**src/rtl/tmr16_pkg.sv**
```systemverilog
// Package: shared register addresses, control bit positions and mode
// encoding for the 16-bit down-timer. Assumes an 8-bit register port.
package tmr16_pkg;

    typedef enum logic [1:0] {
        ADDR_CTRL   = 2'd0,
        ADDR_CNT_LO = 2'd1,
        ADDR_CNT_HI = 2'd2,
        ADDR_RSVD   = 2'd3
    } tmr_addr_e;

    typedef enum logic {
        MODE_ONESHOT  = 1'b0,
        MODE_PERIODIC = 1'b1
    } tmr_mode_e;

    localparam int CTRL_MODE_BIT  = 0;
    localparam int CTRL_IRQEN_BIT = 1;
    localparam int CTRL_PEND_BIT  = 7;

endpackage

```
**src/rtl/tmr16_regs.sv**
```systemverilog
// Register file: holds the control byte and the two count bytes, serves
// combinational read data, and produces the effective reload value
// (a zero count is promoted to one). Assumes DATA_W >= 8.
module tmr16_regs
    import tmr16_pkg::*;
#(
    parameter int DATA_W = 8,
    localparam int CNT_W = 2 * DATA_W
) (
    input  logic              clk,
    input  logic              rst_n,
    input  logic              reg_wr,
    input  logic              reg_rd,
    input  logic [1:0]        reg_addr,
    input  logic [DATA_W-1:0] reg_wdata,
    input  logic              irq_pend,
    output logic [DATA_W-1:0] reg_rdata,
    output tmr_mode_e         mode,
    output logic              irq_en,
    output logic              pend_clr,
    output logic [CNT_W-1:0]  reload
);

    logic [DATA_W-1:0] cnt_lo_q;
    logic [DATA_W-1:0] cnt_hi_q;
    logic              mode_q;
    logic              irq_en_q;
    logic [CNT_W-1:0]  raw_cnt;

    // Register writes; only the two defined control bits are stored.
    always_ff @(posedge clk) begin
        if (!rst_n) begin
            cnt_lo_q <= '0;
            cnt_hi_q <= '0;
            mode_q   <= 1'b0;
            irq_en_q <= 1'b0;
        end else if (reg_wr) begin
            case (tmr_addr_e'(reg_addr))
                ADDR_CTRL: begin
                    mode_q   <= reg_wdata[CTRL_MODE_BIT];
                    irq_en_q <= reg_wdata[CTRL_IRQEN_BIT];
                end
                ADDR_CNT_LO: cnt_lo_q <= reg_wdata;
                ADDR_CNT_HI: cnt_hi_q <= reg_wdata;
                default: ;
            endcase
        end
    end

    // Read data multiplexer, including the pending flag in the control byte.
    always_comb begin
        reg_rdata = '0;
        case (tmr_addr_e'(reg_addr))
            ADDR_CTRL: begin
                reg_rdata[CTRL_MODE_BIT]  = mode_q;
                reg_rdata[CTRL_IRQEN_BIT] = irq_en_q;
                reg_rdata[CTRL_PEND_BIT]  = irq_pend;
            end
            ADDR_CNT_LO: reg_rdata = cnt_lo_q;
            ADDR_CNT_HI: reg_rdata = cnt_hi_q;
            default:     reg_rdata = '0;
        endcase
    end

    // Effective reload value: a zero count acts as one.
    always_comb begin
        raw_cnt = {cnt_hi_q, cnt_lo_q};
        reload  = (raw_cnt == '0) ? CNT_W'(1) : raw_cnt;
    end

    assign mode     = tmr_mode_e'(mode_q);
    assign irq_en   = irq_en_q;
    assign pend_clr = reg_rd && (tmr_addr_e'(reg_addr) == ADDR_CTRL);

endmodule

```
**src/rtl/tmr16_counter.sv**
```systemverilog
// Down-counter core: loads the reload value on start, counts while running,
// and flags a timeout on the edge where the count would pass one. Periodic
// mode reloads on timeout; single-shot mode halts. Stop wins over start,
// and start wins over a coincident timeout. Assumes reload is never zero.
module tmr16_counter
    import tmr16_pkg::*;
#(
    parameter int CNT_W = 16
) (
    input  logic             clk,
    input  logic             rst_n,
    input  logic             start,
    input  logic             stop,
    input  tmr_mode_e        mode,
    input  logic [CNT_W-1:0] reload,
    output logic             running,
    output logic             tmo
);

    localparam logic [CNT_W-1:0] TERM = CNT_W'(1);

    logic [CNT_W-1:0] cnt_q;
    logic             run_q;

    // Timeout event: the last count of a running period, not overridden.
    assign tmo     = run_q && (cnt_q == TERM) && !start && !stop;
    assign running = run_q;

    // Count state and run flag.
    always_ff @(posedge clk) begin
        if (!rst_n) begin
            cnt_q <= '0;
            run_q <= 1'b0;
        end else if (stop) begin
            run_q <= 1'b0;
        end else if (start) begin
            cnt_q <= reload;
            run_q <= 1'b1;
        end else if (tmo) begin
            if (mode == MODE_PERIODIC) begin
                cnt_q <= reload;
            end else begin
                run_q <= 1'b0;
            end
        end else if (run_q) begin
            cnt_q <= cnt_q - 1'b1;
        end
    end

endmodule

```
**src/rtl/tmr16_output.sv**
```systemverilog
// Output stage: registers the timer output level and the sticky interrupt
// request. Assumes tmo is a single-cycle event from the counter core.
module tmr16_output
    import tmr16_pkg::*;
(
    input  logic      clk,
    input  logic      rst_n,
    input  logic      start,
    input  logic      stop,
    input  tmr_mode_e mode,
    input  logic      tmo,
    input  logic      irq_en,
    input  logic      pend_clr,
    output logic      tmr_out,
    output logic      irq
);

    logic out_q;
    logic irq_q;

    // Output level: HIGH on start/stop, LOW on timeout, periodic returns HIGH.
    always_ff @(posedge clk) begin
        if (!rst_n) begin
            out_q <= 1'b1;
        end else if (start || stop) begin
            out_q <= 1'b1;
        end else if (tmo) begin
            out_q <= 1'b0;
        end else if (mode == MODE_PERIODIC) begin
            out_q <= 1'b1;
        end
    end

    // Interrupt request: set by enabled timeout, cleared by control read.
    always_ff @(posedge clk) begin
        if (!rst_n) begin
            irq_q <= 1'b0;
        end else if (tmo && irq_en) begin
            irq_q <= 1'b1;
        end else if (pend_clr) begin
            irq_q <= 1'b0;
        end
    end

    assign tmr_out = out_q;
    assign irq     = irq_q;

endmodule

```
**src/rtl/pulse_timer16.sv**
```systemverilog
// Top level of the 16-bit single-shot / periodic down-timer. Connects the
// register file, counter core and output stage. Assumes one clock domain,
// single-cycle command pulses and a synchronous active-low reset.
module pulse_timer16
    import tmr16_pkg::*;
#(
    parameter int DATA_W = 8
) (
    input  logic              clk,
    input  logic              rst_n,
    input  logic              reg_wr,
    input  logic              reg_rd,
    input  logic [1:0]        reg_addr,
    input  logic [DATA_W-1:0] reg_wdata,
    output logic [DATA_W-1:0] reg_rdata,
    input  logic              cmd_start,
    input  logic              cmd_stop,
    output logic              tmr_out,
    output logic              irq
);

    localparam int CNT_W = 2 * DATA_W;

    tmr_mode_e        mode_w;
    logic             irq_en_w;
    logic             pend_clr_w;
    logic [CNT_W-1:0] reload_w;
    logic             running_w;
    logic             tmo_w;

    tmr16_regs #(.DATA_W(DATA_W)) i_regs (
        .clk       (clk),
        .rst_n     (rst_n),
        .reg_wr    (reg_wr),
        .reg_rd    (reg_rd),
        .reg_addr  (reg_addr),
        .reg_wdata (reg_wdata),
        .irq_pend  (irq),
        .reg_rdata (reg_rdata),
        .mode      (mode_w),
        .irq_en    (irq_en_w),
        .pend_clr  (pend_clr_w),
        .reload    (reload_w)
    );

    tmr16_counter #(.CNT_W(CNT_W)) i_counter (
        .clk     (clk),
        .rst_n   (rst_n),
        .start   (cmd_start),
        .stop    (cmd_stop),
        .mode    (mode_w),
        .reload  (reload_w),
        .running (running_w),
        .tmo     (tmo_w)
    );

    tmr16_output i_output (
        .clk      (clk),
        .rst_n    (rst_n),
        .start    (cmd_start),
        .stop     (cmd_stop),
        .mode     (mode_w),
        .tmo      (tmo_w),
        .irq_en   (irq_en_w),
        .pend_clr (pend_clr_w),
        .tmr_out  (tmr_out),
        .irq      (irq)
    );

endmodule

```
**config.mk**
```make
export PLATFORM = sky130hd
export DESIGN_NAME = pulse_timer16
export DESIGN_NICKNAME = d
export VERILOG_FILES = /design/src/rtl/tmr16_pkg.sv /design/src/rtl/tmr16_regs.sv /design/src/rtl/tmr16_counter.sv /design/src/rtl/tmr16_output.sv /design/src/rtl/pulse_timer16.sv
export SDC_FILE = /design/constraint.sdc
export NUM_CORES = 1
export LEC_CHECK = 0
export BUFFER_PORTS_ARGS = -buffer_cell sky130_fd_sc_hd__buf_2
export CORE_MARGIN = 1.5
export CORE_UTILIZATION = 50
export DETAILED_ROUTE_END_ITERATION = 10
export PLACE_DENSITY = 0.79
export SYNTH_ARGS = -nofsm -noshare
export SYNTH_HDL_FRONTEND = slang
export SYNTH_HIERARCHICAL = 1
export SYNTH_SLANG_ARGS = --single-unit
```
**constraint.sdc**
```tcl
create_clock -name clk -period 5.7 [get_ports clk]
set_input_delay 0.855 -clock clk [delete_from_list [all_inputs] [get_ports clk]]
set_output_delay 0.855 -clock clk [all_outputs]
set_load 0.05 [all_outputs]
```
==> impl_summary.log <==
[metrics] area occupied by multi-input gates: around 1300 sq um
[metrics] Sequential cell area: 741 sq um
[metrics] static leakage: 0.904 nW
[metrics] area added between synthesis and finish: 5.20%
[metrics] ratio of routed vias to standard cells: 6.47
[metrics] most numerous cell on the critical path: sky130_fd_sc_hd__buf_2
[metrics] worst hold path depth: 2
[metrics] run status: completed
[metrics] Synth Area in XOR/XNOR: 0%
[metrics] pin count of the biggest net entering global routing: 37
[metrics] highest fanout seen on the critical path: 24
[metrics] clock insertion delay at the later pin of the skew report: 0.30 ns
[metrics] cell at the slowest stage of the critical path: sky130_fd_sc_hd__ha_1
[metrics] unrepaired setup endpoints after global routing: no
[metrics] CTS tree: yes
[metrics] wire per inst: 16.6 um
[metrics] chain of cells forming the critical path: buf_2, inv_1, ha_1, a22oi_1, nor2b_1, buf_2
[metrics] number of enable-type register cells in the synthesized netlist: 0
[metrics] critical path start-end classification: input pin to output pin
[metrics] net count after synthesis: 291
[metrics] number of filler instances in the final layout: 407
[metrics] CP endpoint: reg_rdata[5]
[metrics] dominant combinational cell family by area after synthesis: compound AO/OA/AOI/OAI gates
[metrics] Critical Path Sink Type: output pin
[metrics] crit share post-route: a little under three fifths
[metrics] r2r setup slk: 2.54 ns
[metrics] fraction of final layout cells sized beyond drive strength 1: 20.0%
[metrics] largest incremental delay on the critical path: 0.69 ns
[metrics] required time at the worst-slack endpoint: 4.85 ns
[metrics] sequential-to-total area share from yosys stat: 33.1%
[metrics] cell taking the most area after synthesis: sky130_fd_sc_hd__dfxtp_1
[metrics] average footprint of a synthesized cell: 8.32 sq um
[metrics] Die Span Y: 69.9 um
[metrics] sinks on the clock net: 37
[metrics] number of H-tree branching levels: 2
[metrics] length in cells of the worst reg-to-reg path: 5
[metrics] cell row count: 24
[metrics] global-route wire length before repair: roughly 9000 um
[metrics] number of nets still failing antenna checks after routing: 0
[metrics] Max VDD drop: 0.125 mV
[metrics] CTS Hold Buffers Added: 0
[metrics] Cell Area, Synth: 2240 sq um
[metrics] number of gates resized after cts: 0
[metrics] Worst setup startpoint: reg_addr[0]
[metrics] endpoint of the most critical register-to-register path: i_counter/cnt_q[11]
[metrics] Worst setup SP type: input pin
[metrics] pins over their slew limit: 0
[metrics] HP Start: i_counter/cnt_q[6]
[metrics] adder and majority cell fraction of the synthesized area: roughly 3.4%
[metrics] worst-case clock buffer depth: 2
[metrics] final count of hold timing violations: 0
[metrics] global route overflow: 0
[metrics] multiplexer share of the synthesized area: 1.90%
[metrics] Synth async-reset ratio: 0%
[metrics] Die Footprint: 4880 sq um
[metrics] postcts setup bufs: 0
[metrics] share of the synthesized area in compound gates (AO/OA/AOI/OAI): 32.0%
[metrics] Layout Utilization: between 50% and 60%
[metrics] number of setup violations in the final report: 0
[metrics] starting DRC count in detailed routing: ~420
[metrics] overall routed net length: 5340 um
[metrics] number of antenna repair diodes: 0
[metrics] highest clock rate: 308 MHz
[metrics] Maximum Capacitance Violations: 0
[metrics] Horiz. Die Dim: 69.9 um
[metrics] clock transition time at the flip-flop clock pins of the worst setup and hold paths: 0.07 ns
[metrics] worst flop-to-flop path startpoint: i_counter/cnt_q[9]
[metrics] Sum Neg Setup Slack: 0 ns
[metrics] number of antenna violations at the first check in global routing: 0
[metrics] predominant post-synthesis flop cell: sky130_fd_sc_hd__dfxtp_1
[metrics] Hold Path Class: flip-flop to flip-flop
[metrics] power per cell area: roughly 260 nW/um^2
[metrics] arrival time worst endpoint: 2.39 ns
[metrics] GR Util All Layers: 22.7%
[metrics] Residual DRC: 0
[metrics] starting density of the core: approximately half
[metrics] simple-gate area share of the yosys netlist: 20.6%
[metrics] clock tree root buffer cell: sky130_fd_sc_hd__clkbuf_8
[metrics] Synth Warn #: 6
[metrics] placed wire-length estimate after detailed placement: between 3000 and 4000 um
[metrics] vias in the first global route: 1817
[metrics] post-synthesis sequential element count: 37
[metrics] largest cells by area after synthesis: sky130_fd_sc_hd__dfxtp_1 (33%), sky130_fd_sc_hd__a21bo_2 (6.3%), sky130_fd_sc_hd__a21oi_1 (5.6%), sky130_fd_sc_hd__a32o_1 (5.4%), sky130_fd_sc_hd__nand3_1 (4.7%)
[metrics] total number of vias: 2084
[metrics] Num CTS Buffers: 5
[metrics] routability cong.: 0.940
[metrics] Synth Instances: 269
[metrics] top cell type's share of synthesized area: between 30% and 40%
[metrics] input/output buffers: 25
[metrics] Min Hold Slack: 0.484 ns
[metrics] headroom to the max-slew limit: 15.2%
[metrics] slew at the pin closest to its max-slew limit: 1.26 ns
[metrics] worst clock skew: 0.00941 ns
[metrics] number of top-level pins: 26
[metrics] # nets final: 291
[metrics] first drt pass iteration count: 5
[metrics] core footprint: 4320 sq um
[metrics] number of different library cells in the post-synthesis netlist: 50
[metrics] final worst path period need: 3.24 ns
## report_power, final
| part | total [mW] | internal, mW | switching (mW) | leakage, nW |
|---|---|---|---|---|
| sequential | 0.286 | 0.271 | 0.0151 | 0.301 |
| clock | 0.186 | 0.0861 | 0.0998 | 0.0374 |
| combinational | 0.149 | 0.0606 | 0.0888 | 0.566 |
## registers in the layout (all words and copies together) (netlist names)
signal,cells
i_counter/cnt_q,16
i_regs/cnt_hi_q,8
i_regs/cnt_lo_q,8
i_counter/running,1
i_output/irq,1
i_output/tmr_out,1
i_regs/irq_en,1
i_regs/mode,1
## logic make-up after synthesis
| group | Yosys count |
|---|---|
| muxes | 4 |
| adders and majority gates | 6 |
| AOI/OAI and AO/OA | 94 |
| buffers and inverters | 42 |
| and+or+nand+nor | 86 |
| DFF | 37 |
## worst min-delay path by stage
| stage | endpoint | slack, ns |
|---|---|---|
| finish | i_counter/cnt_q[6] | 0.48 |
| global route | i_counter/cnt_q[6] | 0.50 |
| CTS | i_counter/cnt_q[6] | 0.48 |
| detailed placement | i_counter/cnt_q[6] | 0.47 |
| global placement | i_counter/cnt_q[6] | 0.46 |
| floorplan | i_output/irq | 0.45 |
## Yosys cell counts, drive strengths merged (3+ instances only)
master	number
o22ai	5
a22oi	7
clkbuf	20
ha	6
a21bo	18
o21ai	12
nor2	21
nor2b	5
or3	3
a32o	12
nor3	8
nor4	6
a222oi	3
nand2	12
a21oi	25
inv	9
nand3	21
dfxtp	37
buf	12
## metal layers
metal  wire [um]  track usage, %
met1        2450            31.9
met2        2430            33.4
met3         361            5.48
met4         106            9.40
met5           0               0
## area by class of cell
| type | count | share of cell area [%] |
|---|---|---|
| multi-input combinational | 190 | 55.0 |
| sequential | 37 | 31.5 |
| timing repair buffer | 25 | 5.32 |
| clock buffer | 6 | 3.08 |
| tap | 52 | 2.76 |
| inverter | 10 | 1.70 |
| clock inverter | 2 | 0.638 |
## critical path, delay by kind of cell
kind | cells | cell delay [ns]
fa+ha+maj | 1 | 0.69
buf+inv | 3 | 0.45
compound gates | 1 | 0.23
simple gates | 1 | 0.15
## stage by stage
stage / cells / worst slack [ns] / power (mW) / instance area [sq um]
floorplan: 269 / 2.74 / 0.410 / 2240
global placement: 314 / 2.50 / 0.436 / 2270
detailed placement: 314 / 2.42 / 0.437 / 2270
CTS: 322 / 2.48 / 0.624 / 2350
global route: 322 / 2.29 / 0.657 / 2350
finish: 322 / 2.46 / 0.622 / 2350
## layout by cell type (no fill, tap or decap), types with 2 or more instances in the layout
| cell type | count |
|---|---|
| sky130_fd_sc_hd__a22oi_1 | 7 |
| sky130_fd_sc_hd__inv_1 | 8 |
| sky130_fd_sc_hd__buf_2 | 25 |
| sky130_fd_sc_hd__a21bo_2 | 14 |
| sky130_fd_sc_hd__nand2b_1 | 2 |
| sky130_fd_sc_hd__mux2i_1 | 2 |
| sky130_fd_sc_hd__clkinvlp_4 | 2 |
| sky130_fd_sc_hd__ha_1 | 6 |
| sky130_fd_sc_hd__a32oi_1 | 2 |
| sky130_fd_sc_hd__nand2_1 | 11 |
| sky130_fd_sc_hd__nand3_1 | 21 |
| sky130_fd_sc_hd__a21oi_1 | 25 |
| sky130_fd_sc_hd__dfxtp_1 | 37 |
| sky130_fd_sc_hd__a21bo_1 | 4 |
| sky130_fd_sc_hd__nor4_1 | 6 |
| sky130_fd_sc_hd__nor2_1 | 21 |
| sky130_fd_sc_hd__a32o_1 | 12 |
| sky130_fd_sc_hd__o22ai_1 | 5 |
| sky130_fd_sc_hd__clkbuf_8 | 5 |
| sky130_fd_sc_hd__nor2b_1 | 5 |
| sky130_fd_sc_hd__or3_1 | 2 |
| sky130_fd_sc_hd__mux2_2 | 2 |
| sky130_fd_sc_hd__nor3_1 | 8 |
| sky130_fd_sc_hd__o21ai_0 | 11 |
| sky130_fd_sc_hd__a222oi_1 | 3 |
Power figures use the tool's default switching activity.
